**config.mk**
```make
export PLATFORM = sky130hd
export DESIGN_NAME = mcast_hash_filter
export DESIGN_NICKNAME = d
export VERILOG_FILES = /design/src/rtl/mhf_pkg.sv /design/src/rtl/mhf_crc_step.sv /design/src/rtl/mhf_lookup_hash.sv /design/src/rtl/mhf_load_seq.sv /design/src/rtl/mcast_hash_filter.sv
export SDC_FILE = /design/constraint.sdc
export NUM_CORES = 1
export LEC_CHECK = 0
export BUFFER_PORTS_ARGS = -buffer_cell sky130_fd_sc_hd__buf_4
export CAP_MARGIN = 10
export CORE_MARGIN = 10
export CORE_UTILIZATION = 51
export CTS_CLUSTER_SIZE = 30
export DETAILED_ROUTE_END_ITERATION = 8
export PLACE_DENSITY = 0.8
export SLEW_MARGIN = 20
export SYNTH_ARGS = -nofsm -noshare
export SYNTH_HDL_FRONTEND = slang
export SYNTH_SLANG_ARGS = --single-unit
```
**constraint.sdc**
```tcl
create_clock -name clk -period 5 [get_ports clk]
set_input_delay 0.75 -clock clk [delete_from_list [all_inputs] [get_ports clk]]
set_output_delay 0.75 -clock clk [all_outputs]
set_load 0.05 [all_outputs]
```
**src/rtl/mhf_pkg.sv**
```systemverilog
package mhf_pkg;
    localparam logic [31:0] CRC_POLY = 32'h04C1_1DB7;
    localparam logic [31:0] CRC_INIT = 32'hFFFF_FFFF;

    typedef enum logic {
        SEQ_IDLE = 1'b0,
        SEQ_RUN  = 1'b1
    } seq_st_e;
endpackage

```
**src/rtl/mhf_crc_step.sv**
```systemverilog
module mhf_crc_step
    import mhf_pkg::*;
(
    input  logic [31:0] crc_i,
    input  logic [7:0]  data_i,
    output logic [31:0] crc_o
);
    logic [31:0] acc;
    logic        fb;

    // Byte-serial update: register shifts up, data enters LSB first
    always_comb begin
        acc = crc_i;
        fb  = 1'b0;
        for (int i = 0; i < 8; i++) begin
            fb  = acc[31] ^ data_i[i];
            acc = {acc[30:0], 1'b0};
            if (fb) acc = acc ^ CRC_POLY;
        end
        crc_o = acc;
    end
endmodule

```
**src/rtl/mhf_lookup_hash.sv**
```systemverilog
module mhf_lookup_hash
    import mhf_pkg::*;
#(
    parameter int ADDR_BYTES = 6,
    parameter int IDX_W      = 6,
    localparam int ADDR_W    = 8 * ADDR_BYTES
) (
    input  logic [ADDR_W-1:0] addr_i,
    output logic [IDX_W-1:0]  idx_o
);
    logic [31:0] chain [0:ADDR_BYTES];

    assign chain[0] = CRC_INIT;

    // One CRC stage per address byte, first wire byte in the top bits
    for (genvar g = 0; g < ADDR_BYTES; g++) begin : g_stage
        mhf_crc_step u_step (
            .crc_i  (chain[g]),
            .data_i (addr_i[ADDR_W-1-8*g -: 8]),
            .crc_o  (chain[g+1])
        );
    end

    assign idx_o = chain[ADDR_BYTES][IDX_W+1:2];
endmodule

```
**src/rtl/mhf_load_seq.sv**
```systemverilog
module mhf_load_seq
    import mhf_pkg::*;
#(
    parameter int ADDR_BYTES  = 6,
    parameter int MAX_ENTRIES = 64,
    parameter int CNT_W       = 16,
    parameter int IDX_W       = 6,
    localparam int POS_W      = $clog2(ADDR_BYTES)
) (
    input  logic             clk,
    input  logic             rst_n,
    input  logic             start_i,
    input  logic [CNT_W-1:0] count_i,
    input  logic [7:0]       data_i,
    input  logic             valid_i,
    output logic             ready_o,
    output logic             done_o,
    output logic             busy_o,
    output logic             clear_o,
    output logic             set_o,
    output logic [IDX_W-1:0] set_idx_o
);
    localparam logic [CNT_W-1:0] NBYTES   = CNT_W'(ADDR_BYTES);
    localparam logic [CNT_W-1:0] CAP      = CNT_W'(MAX_ENTRIES);
    localparam logic [POS_W-1:0] LAST_POS = POS_W'(ADDR_BYTES - 1);

    typedef struct packed {
        seq_st_e          st;
        logic [CNT_W-1:0] rem;
        logic [CNT_W-1:0] useful;
        logic [POS_W-1:0] pos;
        logic [31:0]      crc;
        logic             done;
    } seq_t;

    seq_t        s_d, s_q;
    logic [31:0] crc_next;
    logic [CNT_W-1:0] entries;

    mhf_crc_step u_crc (
        .crc_i  (s_q.crc),
        .data_i (data_i),
        .crc_o  (crc_next)
    );

    always_comb begin
        entries = count_i / NBYTES;
        if (entries > CAP) entries = CAP;
    end

    always_comb begin
        s_d       = s_q;
        s_d.done  = 1'b0;
        clear_o   = 1'b0;
        set_o     = 1'b0;
        set_idx_o = crc_next[IDX_W+1:2];
        unique case (s_q.st)
            SEQ_IDLE: begin
                if (start_i) begin
                    clear_o    = 1'b1;
                    s_d.rem    = count_i;
                    s_d.useful = CNT_W'(entries * NBYTES);
                    s_d.pos    = '0;
                    s_d.crc    = CRC_INIT;
                    if (count_i == '0) s_d.done = 1'b1;
                    else               s_d.st   = SEQ_RUN;
                end
            end
            SEQ_RUN: begin
                if (valid_i) begin
                    s_d.rem = s_q.rem - 1'b1;
                    if (s_q.useful != '0) begin
                        s_d.useful = s_q.useful - 1'b1;
                        if (s_q.pos == LAST_POS) begin
                            set_o   = 1'b1;
                            s_d.pos = '0;
                            s_d.crc = CRC_INIT;
                        end else begin
                            s_d.pos = s_q.pos + 1'b1;
                            s_d.crc = crc_next;
                        end
                    end
                    if (s_q.rem == CNT_W'(1)) begin
                        s_d.st   = SEQ_IDLE;
                        s_d.done = 1'b1;
                    end
                end
            end
            default: s_d.st = SEQ_IDLE;
        endcase
    end

    always_ff @(posedge clk) begin
        if (!rst_n) begin
            s_q.st     <= SEQ_IDLE;
            s_q.rem    <= '0;
            s_q.useful <= '0;
            s_q.pos    <= '0;
            s_q.crc    <= CRC_INIT;
            s_q.done   <= 1'b0;
        end else begin
            s_q <= s_d;
        end
    end

    assign ready_o = (s_q.st == SEQ_RUN);
    assign busy_o  = (s_q.st == SEQ_RUN);
    assign done_o  = s_q.done;
endmodule

```
**src/rtl/mcast_hash_filter.sv**
```systemverilog
module mcast_hash_filter
    import mhf_pkg::*;
#(
    parameter int TABLE_BITS  = 64,
    parameter int MAX_ENTRIES = 64,
    parameter int ADDR_BYTES  = 6,
    parameter int CNT_W       = 16,
    localparam int IDX_W      = $clog2(TABLE_BITS),
    localparam int ADDR_W     = 8 * ADDR_BYTES
) (
    input  logic              clk,
    input  logic              rst_n,
    input  logic              load_start,
    input  logic [CNT_W-1:0]  load_count,
    input  logic [7:0]        load_data,
    input  logic              load_valid,
    output logic              load_ready,
    output logic              load_done,
    input  logic              lookup_valid,
    input  logic [ADDR_W-1:0] lookup_addr,
    output logic              lookup_ready,
    output logic              result_valid,
    output logic              result_hit
);
    typedef struct packed {
        logic [TABLE_BITS-1:0] tbl;
        logic                  rv;
        logic                  hit;
    } top_t;

    top_t             t_d, t_q;
    logic             busy, clr, set_en;
    logic [IDX_W-1:0] set_idx, look_idx;

    mhf_load_seq #(
        .ADDR_BYTES  (ADDR_BYTES),
        .MAX_ENTRIES (MAX_ENTRIES),
        .CNT_W       (CNT_W),
        .IDX_W       (IDX_W)
    ) u_seq (
        .clk       (clk),
        .rst_n     (rst_n),
        .start_i   (load_start),
        .count_i   (load_count),
        .data_i    (load_data),
        .valid_i   (load_valid),
        .ready_o   (load_ready),
        .done_o    (load_done),
        .busy_o    (busy),
        .clear_o   (clr),
        .set_o     (set_en),
        .set_idx_o (set_idx)
    );

    mhf_lookup_hash #(
        .ADDR_BYTES (ADDR_BYTES),
        .IDX_W      (IDX_W)
    ) u_hash (
        .addr_i (lookup_addr),
        .idx_o  (look_idx)
    );

    assign lookup_ready = !busy && !load_start;

    always_comb begin
        t_d    = t_q;
        t_d.rv = lookup_valid && lookup_ready;
        if (lookup_valid && lookup_ready) t_d.hit = t_q.tbl[look_idx];
        if (clr)         t_d.tbl = '0;
        else if (set_en) t_d.tbl[set_idx] = 1'b1;
    end

    always_ff @(posedge clk) begin
        if (!rst_n) t_q <= '0;
        else        t_q <= t_d;
    end

    assign result_valid = t_q.rv;
    assign result_hit   = t_q.hit;
endmodule

```
==> results of run 1 <==
[synthesized netlist by cell type (all sizes together), types with 12 or more instances]
cell type,count
inv,22
nand2,89
nor3,33
nand3,30
buf,23
dfxtp,135
nor2,143
clkbuf,47
xor2,54
xnor3,28
o21ai,60
a21oi,93
ha,12
nor2b,30
nor4,18
xnor2,198
o22ai,51
[cell type report]
type                       count  share of cell area, %
sequential                   135                  21.15
timing repair buffer         191                  11.82
clock inverter                13                 0.9402
tap                          265                  2.595
multi-input combinational   1027                  59.27
clock buffer                  19                  3.545
inverter                      23                 0.6757
[sequential cells by signal, summed over array words and instances (netlist names)]
register      flops
u_seq.done_o      1
t_q              64
result_valid      1
u_seq.s_q        67
result_hit        1
u_seq.busy_o      1
[stage by stage]
step | hold slack [ns] | worst slack, ns | TNS [ns]
global route | 0.4887 | -0.2150 | -0.4755
floorplan | 0.4316 | -0.2508 | -0.5403
CTS | 0.4706 | -0.02504 | -0.02504
finish | 0.4671 | -0.05011 | -0.07732
detailed placement | 0.4515 | -0.5077 | -2.131
global placement | 0.4467 | -0.3696 | -1.219
[timing repair]
item,CTS,global route
gates resized for setup,7,48
pin swaps,2,18
endpoints found under the hold margin,0,0
buffers inserted,0,8
endpoints found under the setup margin,1,5
[critical path, stage by stage]
cell	delay, ns
sky130_fd_sc_hd__buf_8	0.10
sky130_fd_sc_hd__or3b_4	0.39
sky130_fd_sc_hd__and3_4	0.20
sky130_fd_sc_hd__nor4_4	0.29
sky130_fd_sc_hd__buf_6	0.20
sky130_fd_sc_hd__nor4_4	0.06
sky130_fd_sc_hd__o31a_1	0.36
sky130_fd_sc_hd__or3_4	0.40
sky130_fd_sc_hd__o31ai_4	0.07
sky130_fd_sc_hd__o31ai_2	0.11
sky130_fd_sc_hd__a211o_1	0.29
sky130_fd_sc_hd__a22oi_2	0.20
sky130_fd_sc_hd__xnor2_2	0.17
sky130_fd_sc_hd__o21bai_1	0.16
sky130_fd_sc_hd__a211oi_2	0.11
sky130_fd_sc_hd__ha_2	0.21
sky130_fd_sc_hd__inv_2	0.06
sky130_fd_sc_hd__fa_2	0.24
sky130_fd_sc_hd__inv_2	0.06
sky130_fd_sc_hd__a221oi_2	0.24
sky130_fd_sc_hd__a21boi_1	0.10
sky130_fd_sc_hd__or3_1	0.32
sky130_fd_sc_hd__a32o_1	0.26
[cell families (layout without fill, tap and decap cells)]
group	Yosys count	after routing	share of synthesized area, %
flip-flops	135	135	26.18
XOR/XNOR	283	283	29.10
AO/OA/AOI/OAI	312	312	19.55
adder cells (fa/ha/maj)	13	13	1.648
AND/OR/NAND/NOR	401	401	18.62
other	1	11	0.03633
multiplexers	7	7	0.9817
buffers and inverters	93	246	3.879
[per-layer routing]
metal	GRT usage [%]	vias to the layer above	part of all wire, %
met5	0	-	0
met4	7.113	0	2.1
met3	4.499	50	6.9
met2	35.48	392	49
met1	25.91	4579	42
li1	-	4683	-
[path summary, 6_finish.rpt]
kind	slack, ns	from	to
min	0.47	t_q[4]	t_q[4]
min reg2reg	0.47	t_q[4]	t_q[4]
max	-0.05	load_count[10]	u_seq.s_q[44]
max reg2reg	1.25	u_seq.s_q[36]	u_seq.s_q[40]
==> run summary, run 1 <==
status -> complete, but fails checks
violated checks -> setup timing
predominant post-synthesis flop cell -> sky130_fd_sc_hd__dfxtp_1
CP Max Fanout -> 6
final number of setup-violating endpoints -> 2
Async S/R FF share, synth -> 0%
reg2reg path depth -> 16
antenna-violating nets left -> 0
number of vias after detailed routing -> 9,704
count of placed standard cells including taps -> 1,633
Slew headroom -> 41.88%
CP Data Required Time -> 5.32 ns
final weighted congestion in routability-driven placement -> 0.9676
part of the cycle the worst path needs -> 101.0%
time the worst path needs with I/O delays and setup -> 5.050 ns
synthesized area per cell -> 8.291 sq um
Worst Setup Start Kind -> primary input
number of slew-limit violations in the final report -> 0
Die Y -> 162.3 microns
Yosys Warn Count -> 0
Total Wirelength -> 28.78 mm
skew final -> 0.009694 ns
clock network latency to the later pin of the worst-skew pair -> 0.42 ns
final worst slack -> -0.05011 ns
clock-pin transition on the worst setup and hold timing paths -> 0.06 ns
I/O Buffers -> 81
average wire per cell in the routed design -> 17.20 microns
path type of the worst setup path -> primary input to register
HPWL after detailed placement -> 20.57 mm
Seq/Total Area, Yosys -> 26.18%
wire length of the first global-routing pass -> 46.44 mm
largest net degree at the start of global routing -> 69
largest buffer count on any clock path -> 2
Seq cells post-synth -> 135
Core Util, Final -> 64.79%
# DRC -> 0
x dimension of the die -> 162.3 microns
flip-flop and latch area -> 2703 sq um
Worst-Margin Slew -> 0.8686 ns
unrepaired setup endpoints after global routing -> yes
WHS Path Cells -> 2
crit path capture type -> register
number of inserted filler cells in the final layout -> 1,586
Area growth, synth to finish -> 23.77%
placed inst area -> 11,850 sq um
commonest cells after routing, fill and taps aside -> 185 x sky130_fd_sc_hd__xnor2_1, 181 x sky130_fd_sc_hd__buf_4, 142 x sky130_fd_sc_hd__nor2_1
total global routing track utilization -> 21.02%
count of mapped cells out of synthesis -> 1,245
number of design-rule violations left by the first detailed-router iteration -> 751
reported max-cap violation count -> 0
WP data arrival -> 5.37 ns
top-level I/O count -> 82
cell area after synthesis -> 10,320 sq um
number of buffers created by CTS -> 17
fraction of layout instances using a drive strength above 1 -> 21.66%
cell taking the most area after synthesis -> sky130_fd_sc_hd__dfxtp_1
Post-synth EDFFs -> 0
number of different library cells in the post-synthesis netlist -> 87
cell area after layout -> 12,780 sq um
# rows -> 51
initial standard-cell utilization of the core -> 52.35%
detailed-routing iteration count for the pre-antenna-repair pass -> 6
fraction of post-synthesis cell area in the top cell type by area -> 26.18%
Clock Tree Root -> sky130_fd_sc_hd__clkbuf_16
net count reported at finish -> 1,485
number of antenna violations at the first check in global routing -> 0
Post-Layout Cell Count -> 1,673
largest cells by area after synthesis -> sky130_fd_sc_hd__dfxtp_1 26%, sky130_fd_sc_hd__xnor2_1 16%, sky130_fd_sc_hd__xnor3_1 5.2%, sky130_fd_sc_hd__nor2_1 5.2%, sky130_fd_sc_hd__a21oi_1 4.5%
Min-Delay Path Class -> register to register
H-tree level count -> 4
area inside the core boundary -> 19,720 sq um
CTS sink count -> 135
number of endpoints with negative hold slack in the final report -> 0
full die area -> 26,330 sq um
residual overflow from global routing -> 0
number of global-route vias before repair -> 9,441
diode insertion count for antenna repair -> 0
area of combinational cells with multiple inputs -> 7572 sq um
commonest non-fill, non-tap cell in the layout -> sky130_fd_sc_hd__xnor2_1
clock tree from TritonCTS -> built
number of buffers added to fix hold violations after cts -> 0
average vias per placed instance -> 5.800
FMAX -> 198.0 MHz
Power of run 1 is not shown: default switching activity piles up to over one toggle a cycle in this logic, so the estimate is an artifact.
==> run 2, diff against run 1 <==
- SETUP_SLACK_MARGIN: not set -> 0.4
==> run 2 against run 1 <==
Effect of this change:
- the flow still finishes with violations (setup timing)
- final area grew 4.4%
- wire length grew 11%
- sequential cell count is the same
- core utilization grew 2.8 points
- critical path type unchanged
- largest cell class unchanged
==> run summary, run 2 (same netlist as run 1, synthesis figures left out) <==
clock-pin transition on the worst setup and hold timing paths -> 0.07 ns (was 0.06 ns)
reported max-cap violation count -> 0 (unchanged)
FMAX -> 195.8 MHz (was 198.0 MHz)
number of endpoints with negative hold slack in the final report -> 0 (unchanged)
fraction of layout instances using a drive strength above 1 -> 25.67% (was 21.66%)
Worst Setup Start Kind -> primary input (unchanged)
status -> complete, but fails checks (unchanged)
H-tree level count -> 4 (unchanged)
clock tree from TritonCTS -> built (unchanged)
detailed-routing iteration count for the pre-antenna-repair pass -> 6 (unchanged)
final number of setup-violating endpoints -> 2 (unchanged)
largest net degree at the start of global routing -> 69 (unchanged)
path type of the worst setup path -> primary input to register (unchanged)
initial standard-cell utilization of the core -> 52.35% (unchanged)
diode insertion count for antenna repair -> 0 (unchanged)
full die area -> 26,330 sq um (unchanged)
commonest non-fill, non-tap cell in the layout -> sky130_fd_sc_hd__buf_4 (was sky130_fd_sc_hd__xnor2_1)
total met2 wirelength after detailed routing -> 15.93 mm (was 14.07 mm)
register-to-register setup slack -> 1.09 ns (was 1.25 ns)
# rows -> 51 (unchanged)
number of design-rule violations left by the first detailed-router iteration -> 971 (was 751)
top-level I/O count -> 82 (unchanged)
final worst slack -> -0.1073 ns (was -0.05011 ns)
HPWL after detailed placement -> 20.95 mm (was 20.57 mm)
number of buffers created by CTS -> 17 (unchanged)
unrepaired setup endpoints after global routing -> yes (unchanged)
WP data arrival -> 5.43 ns (was 5.37 ns)
average wire per cell in the routed design -> 18.95 microns (was 17.20 microns)
clock network latency to the later pin of the worst-skew pair -> 0.43 ns (was 0.42 ns)
flip-flop count of the largest register, all copies and words added -> 67 (unchanged)
crit path capture type -> register (unchanged)
part of the cycle the worst path needs -> 102.1% (was 101.0%)
Die Y -> 162.3 microns (unchanged)
x dimension of the die -> 162.3 microns (unchanged)
Post-Route M1 WL -> 12.80 mm (was 12.12 mm)
CP Data Required Time -> 5.32 ns (about the same)
total global routing track utilization -> 21.66% (was 21.02%)
wire length of the first global-routing pass -> 48.07 mm (was 46.44 mm)
Slew headroom -> 35.78% (was 41.88%)
highest metal layer with signal wires -> met4 (unchanged)
largest registers ranked by flip-flop count -> u_seq.s_q: 67 flops, t_q: 64 flops (unchanged)
DR WL met3 -> 2.114 mm (was 1.995 mm)
Total Wirelength -> 32.04 mm (was 28.78 mm)
average vias per placed instance -> 5.984 (was 5.800)
Min-Delay Path Class -> register to register (unchanged)
violated checks -> setup timing (unchanged)
area inside the core boundary -> 19,720 sq um (unchanged)
reg2reg path depth -> 16 (unchanged)
pre-CTS setup slack -> -0.5232 ns (was -0.5077 ns)
residual overflow from global routing -> 0 (unchanged)
skew final -> 0.01533 ns (was 0.009694 ns)
endpoint of the most critical setup path -> u_seq.s_q[44] (unchanged)
number of buffers added to fix hold violations after cts -> 0 (unchanged)
Clock Tree Root -> sky130_fd_sc_hd__clkbuf_16 (unchanged)
number of antenna violations at the first check in global routing -> 0 (unchanged)
net count reported at finish -> 1,503 (was 1,485)
number of global-route vias before repair -> 9,726 (was 9,441)
time the worst path needs with I/O delays and setup -> 5.107 ns (was 5.050 ns)
register containing the most flip-flops in the final layout -> u_seq.s_q (unchanged)
worst reg2reg path startpoint -> u_seq.s_q[36] (unchanged)
worst reg2reg endpoint -> u_seq.s_q[37] (was u_seq.s_q[40])
number of slew-limit violations in the final report -> 0 (unchanged)
I/O Buffers -> 81 (unchanged)
commonest cells after routing, fill and taps aside -> 189 x sky130_fd_sc_hd__buf_4, 169 x sky130_fd_sc_hd__xnor2_1, 140 x sky130_fd_sc_hd__nor2_1 (was 185 x sky130_fd_sc_hd__xnor2_1, 181 x sky130_fd_sc_hd__buf_4, 142 x sky130_fd_sc_hd__nor2_1)
Worst-Margin Slew -> 0.9610 ns (was 0.8686 ns)
launch point of the worst path -> load_count[13] (was load_count[10])
largest buffer count on any clock path -> 2 (unchanged)
Area growth, synth to finish -> 29.19% (was 23.77%)
CP Max Fanout -> 9 (was 6)
number of vias after detailed routing -> 10,120 (was 9,704)
# DRC -> 0 (unchanged)
final weighted congestion in routability-driven placement -> 0.9308 (was 0.9676)
antenna-violating nets left -> 0 (unchanged)
CTS sink count -> 135 (unchanged)
[run 2: changes by cell type in the layout (fill, tap and decap cells not counted), moves of 4 or more]
cell	previous run	this run
sky130_fd_sc_hd__buf_6	5	11
sky130_fd_sc_hd__inv_8	1	5
sky130_fd_sc_hd__xnor2_2	13	23
sky130_fd_sc_hd__xnor2_1	185	169
sky130_fd_sc_hd__buf_4	181	189
sky130_fd_sc_hd__xnor3_1	24	18
sky130_fd_sc_hd__xnor2_4	0	6
sky130_fd_sc_hd__xnor3_2	4	10
[run 2: per-layer routing]
metal,vias up,GRT usage (%)
met2,476,37.57
li1,4719,-
met5,-,0
met1,4821,25.51
met3,103,3.868
met4,0,9.595
[run 2: how the worst min path moves through the flow]
stage                  from  endpoint  cells after the start
finish              t_q[21]   t_q[21]                      2
global route         t_q[5]    t_q[5]                      2
CTS                 t_q[31]   t_q[31]                      2
detailed placement  t_q[31]   t_q[31]                      2
global placement    t_q[31]   t_q[31]                      2
floorplan           t_q[28]   t_q[28]                      2
[run 2: what timing repair did]
action | CTS | global route
pin swaps | 18 | 42
gates cloned | 0 | 1
setup buffers | 13 | 25
gates resized for setup | 34 | 91
endpoints found under the setup margin | 7 | 9
[run 2: layout make-up]
| class | instances | area, sq um |
|---|---|---|
| clock buffers | 18 | 439.2 |
| multi-input cells | 1027 | 7910 |
| clock inverters | 14 | 147.6 |
| inverters | 23 | 86.33 |
| repair buffers | 209 | 1718 |
| well taps | 265 | 331.6 |
| flip-flops and latches | 135 | 2703 |
| fillers | 1412 | 6382 |
[run 2: through the flow]
stage,TNS [ns],cells,hold slack (ns),util (%),area (sq um)
global route,-0.8918,1691,0.4949,67.63,13340
detailed placement,-2.172,1620,0.4514,59.45,11720
global placement,-1.251,1620,0.4428,59.45,11720
CTS,0,1665,0.4670,63.89,12600
floorplan,-0.5403,1255,0.4316,-,10430
finish,-0.1213,1691,0.4680,67.63,13340
[run 2: worst max-delay path, cell delays in order]
cell and delay [ns]:
sky130_fd_sc_hd__buf_12 0.11, sky130_fd_sc_hd__or3b_4 0.39, sky130_fd_sc_hd__and3_4 0.20, sky130_fd_sc_hd__nor4_4 0.27
sky130_fd_sc_hd__buf_6 0.18, sky130_fd_sc_hd__or3_4 0.15, sky130_fd_sc_hd__o221ai_2 0.11, sky130_fd_sc_hd__buf_4 0.18
sky130_fd_sc_hd__or3_4 0.39, sky130_fd_sc_hd__o31ai_4 0.07, sky130_fd_sc_hd__o31ai_2 0.08, sky130_fd_sc_hd__a211o_1 0.29
sky130_fd_sc_hd__a22oi_2 0.27, sky130_fd_sc_hd__xnor2_2 0.14, sky130_fd_sc_hd__a21oi_1 0.26, sky130_fd_sc_hd__nor2_2 0.09
sky130_fd_sc_hd__ha_2 0.19, sky130_fd_sc_hd__inv_2 0.06, sky130_fd_sc_hd__fa_2 0.25, sky130_fd_sc_hd__inv_2 0.06
sky130_fd_sc_hd__a221oi_2 0.23, sky130_fd_sc_hd__a21boi_1 0.10, sky130_fd_sc_hd__or3_1 0.32, sky130_fd_sc_hd__a32o_1 0.26
Power of run 2 is left out for the same reason.
==> run 3, diff against run 2 <==
- CORE_MARGIN: 10 -> 2
- CORE_UTILIZATION: 51 -> 40
- PLACE_DENSITY: 0.8 -> 0.67
==> run 3 against run 2 <==
Effect of this change:
- the run still ends with setup timing left
- wire length decreased by 9.3%
- global-route usage down 0.67 points
- setup slack worse by 0.079 ns
- clock skew about the same
- fmax decreased by 1.5%
- cell count up 4.6%
- non-clock buffer count rose by 12
- sequential share of layout area decreased by 0.24 points
- worst hold slack improved by 0.0034 ns
==> run summary, run 3 (same netlist as run 1, synthesis figures left out) <==
Setup TNS -> -0.2435 ns (was -0.1213 ns)
hold path start -> t_q[46] (was t_q[21])
area inside the core boundary -> 25,250 sq um (was 19,720 sq um)
largest buffer count on any clock path -> 2 (unchanged)
net count reported at finish -> 1,515 (was 1,503)
crit path capture type -> register (unchanged)
Worst-Margin Slew -> 0.8598 ns (was 0.9610 ns)
Die Y -> 164.6 microns (was 162.3 microns)
Min-Delay Path Class -> register to register (unchanged)
antenna-violating nets left -> 0 (unchanged)
residual overflow from global routing -> 0 (unchanged)
full die area -> 27,110 sq um (was 26,330 sq um)
detailed-routing iteration count for the pre-antenna-repair pass -> 7 (was 6)
part of the cycle the worst path needs -> 103.7% (was 102.1%)
CP Data Required Time -> 5.32 ns (about the same)
Clock Tree Root -> sky130_fd_sc_hd__clkbuf_16 (unchanged)
wire length of the first global-routing pass -> 45.82 mm (was 48.07 mm)
H-tree level count -> 4 (unchanged)
initial standard-cell utilization of the core -> 40.87% (was 52.35%)
worst reg2reg endpoint -> u_seq.s_q[9] (was u_seq.s_q[37])
FMAX -> 192.8 MHz (was 195.8 MHz)
final worst slack -> -0.1862 ns (was -0.1073 ns)
flip-flop count of the largest register, all copies and words added -> 67 (unchanged)
path type of the worst setup path -> primary input to register (unchanged)
Worst Setup Start Kind -> primary input (unchanged)
WP data arrival -> 5.50 ns (was 5.43 ns)
largest registers ranked by flip-flop count -> u_seq.s_q: 67 flops, t_q: 64 flops (unchanged)
number of slew-limit violations in the final report -> 0 (unchanged)
commonest non-fill, non-tap cell in the layout -> sky130_fd_sc_hd__buf_4 (unchanged)
number of antenna violations at the first check in global routing -> 0 (unchanged)
I/O Buffers -> 81 (unchanged)
commonest cells after routing, fill and taps aside -> 199 x sky130_fd_sc_hd__buf_4, 175 x sky130_fd_sc_hd__xnor2_1, 140 x sky130_fd_sc_hd__nor2_1 (was 189 x sky130_fd_sc_hd__buf_4, 169 x sky130_fd_sc_hd__xnor2_1, 140 x sky130_fd_sc_hd__nor2_1)
time the worst path needs with I/O delays and setup -> 5.186 ns (was 5.107 ns)
smallest hold slack -> 0.4714 ns (was 0.4680 ns)
HPWL after detailed placement -> 20.19 mm (was 20.95 mm)
final weighted congestion in routability-driven placement -> 0.9201 (was 0.9308)
average wire per cell in the routed design -> 16.43 microns (was 18.95 microns)
CP Max Fanout -> 5 (was 9)
Area growth, synth to finish -> 30.75% (was 29.19%)
number of endpoints with negative hold slack in the final report -> 0 (unchanged)
average vias per placed instance -> 5.463 (was 5.984)
clock network latency to the later pin of the worst-skew pair -> 0.44 ns (was 0.43 ns)
top-level I/O count -> 82 (unchanged)
skew final -> 0.01492 ns (was 0.01533 ns)
largest net degree at the start of global routing -> 69 (unchanged)
Total Wirelength -> 29.05 mm (was 32.04 mm)
clock-pin transition on the worst setup and hold timing paths -> 0.07 ns (about the same)
number of buffers added to fix hold violations after cts -> 0 (unchanged)
CTS sink count -> 135 (unchanged)
clock tree from TritonCTS -> built (unchanged)
register-to-register setup slack -> 1.06 ns (was 1.09 ns)
x dimension of the die -> 164.6 microns (was 162.3 microns)
number of buffers created by CTS -> 17 (unchanged)
# rows -> 58 (was 51)
Worst Hold Endpoint -> t_q[46] (was t_q[21])
reg2reg path depth -> 16 (unchanged)
fraction of layout instances using a drive strength above 1 -> 25.94% (was 25.67%)
WHS Path Cells -> 2 (unchanged)
worst reg2reg path startpoint -> u_seq.s_q[36] (unchanged)
total global routing track utilization -> 21.00% (was 21.66%)
final number of setup-violating endpoints -> 2 (unchanged)
number of inserted filler cells in the final layout -> 2,289 (was 1,412)
reported max-cap violation count -> 0 (unchanged)
# DRC -> 0 (unchanged)
register containing the most flip-flops in the final layout -> u_seq.s_q (unchanged)
violated checks -> setup timing (unchanged)
status -> complete, but fails checks (unchanged)
unrepaired setup endpoints after global routing -> yes (unchanged)
number of global-route vias before repair -> 9,173 (was 9,726)
number of design-rule violations left by the first detailed-router iteration -> 892 (was 971)
Slew headroom -> 42.47% (was 35.78%)
diode insertion count for antenna repair -> 0 (unchanged)
number of vias after detailed routing -> 9,659 (was 10,120)
==> run 3: critical path, stage by stage <==
cell,delay [ns]
sky130_fd_sc_hd__buf_12,0.10
sky130_fd_sc_hd__or4b_4,0.57
sky130_fd_sc_hd__a211oi_4,0.28
sky130_fd_sc_hd__buf_6,0.19
sky130_fd_sc_hd__nor4_4,0.05
sky130_fd_sc_hd__o31a_1,0.35
sky130_fd_sc_hd__or3_4,0.40
sky130_fd_sc_hd__o31ai_4,0.07
sky130_fd_sc_hd__o31ai_2,0.09
sky130_fd_sc_hd__a211o_1,0.33
sky130_fd_sc_hd__a22oi_2,0.23
sky130_fd_sc_hd__xnor2_2,0.13
sky130_fd_sc_hd__o21bai_4,0.19
sky130_fd_sc_hd__a211oi_2,0.28
sky130_fd_sc_hd__ha_2,0.24
sky130_fd_sc_hd__inv_2,0.05
sky130_fd_sc_hd__fa_2,0.42
sky130_fd_sc_hd__nor3_2,0.17
sky130_fd_sc_hd__o21ai_1,0.09
sky130_fd_sc_hd__a21boi_1,0.17
sky130_fd_sc_hd__o21ai_1,0.09
sky130_fd_sc_hd__a32o_1,0.25
==> run 3: how the worst max path moves through the flow <==
stage                   start       endpoint  slack [ns]  cells after the start
6_report       load_count[14]  u_seq.s_q[44]       -0.19                     22
5_1_grt        load_count[12]  u_seq.s_q[44]       -0.40                     24
4_1_cts        load_count[13]  u_seq.s_q[44]        0.06                     25
3_5_place_dp   load_count[12]  u_seq.s_q[44]       -0.52                     25
3_3_place_gp   load_count[12]  u_seq.s_q[44]       -0.39                     22
2_1_floorplan  load_count[12]  u_seq.s_q[44]       -0.25                     22
==> run 3: cell type report <==
cell class | count | area, sq um | share of cell area, %
multi-input cells | 1027 | 7894 | 58.49
flip-flops and latches | 135 | 2703 | 20.02
repair buffers | 221 | 1792 | 13.28
clock buffers | 17 | 425.4 | 3.152
well taps | 330 | 412.9 | 3.059
clock inverters | 15 | 183.9 | 1.363
inverters | 23 | 86.33 | 0.6397
==> run 3: repair_timing <==
| action | in CTS | in global routing |
|---|---|---|
| gates resized for setup | 23 | 98 |
| pin swaps | 12 | 58 |
| hold endpoints to repair | 0 | 0 |
| cloned | 0 | 2 |
| endpoints found under the setup margin | 6 | 9 |
| setup buffers | 5 | 29 |
==> run 3: through the flow <==
step / cells / setup slack [ns] / area (sq um) / utilization [%]
6_report: 1768 / -0.1862 / 13500 / 53.44
5_1_grt: 1768 / -0.3953 / 13500 / 53.44
4_1_cts: 1737 / 0.05915 / 12690 / 50.25
3_5_place_dp: 1700 / -0.5184 / 11930 / 47.23
3_3_place_gp: 1700 / -0.3943 / 11930 / 47.23
2_1_floorplan: 1255 / -0.2508 / 10430 / -
==> run 3: metal layers <==
metal / vias to the layer above / global-route usage [%] / routed length, microns
li1: 4756 / - / -
met1: 4587 / 26.53 / 12510
met3: 44 / 3.064 / 1169
met5: - / 0 / 0
met4: 0 / 5.455 / 552
met2: 272 / 37.43 / 14820
Power of run 3 is left out for the same reason.
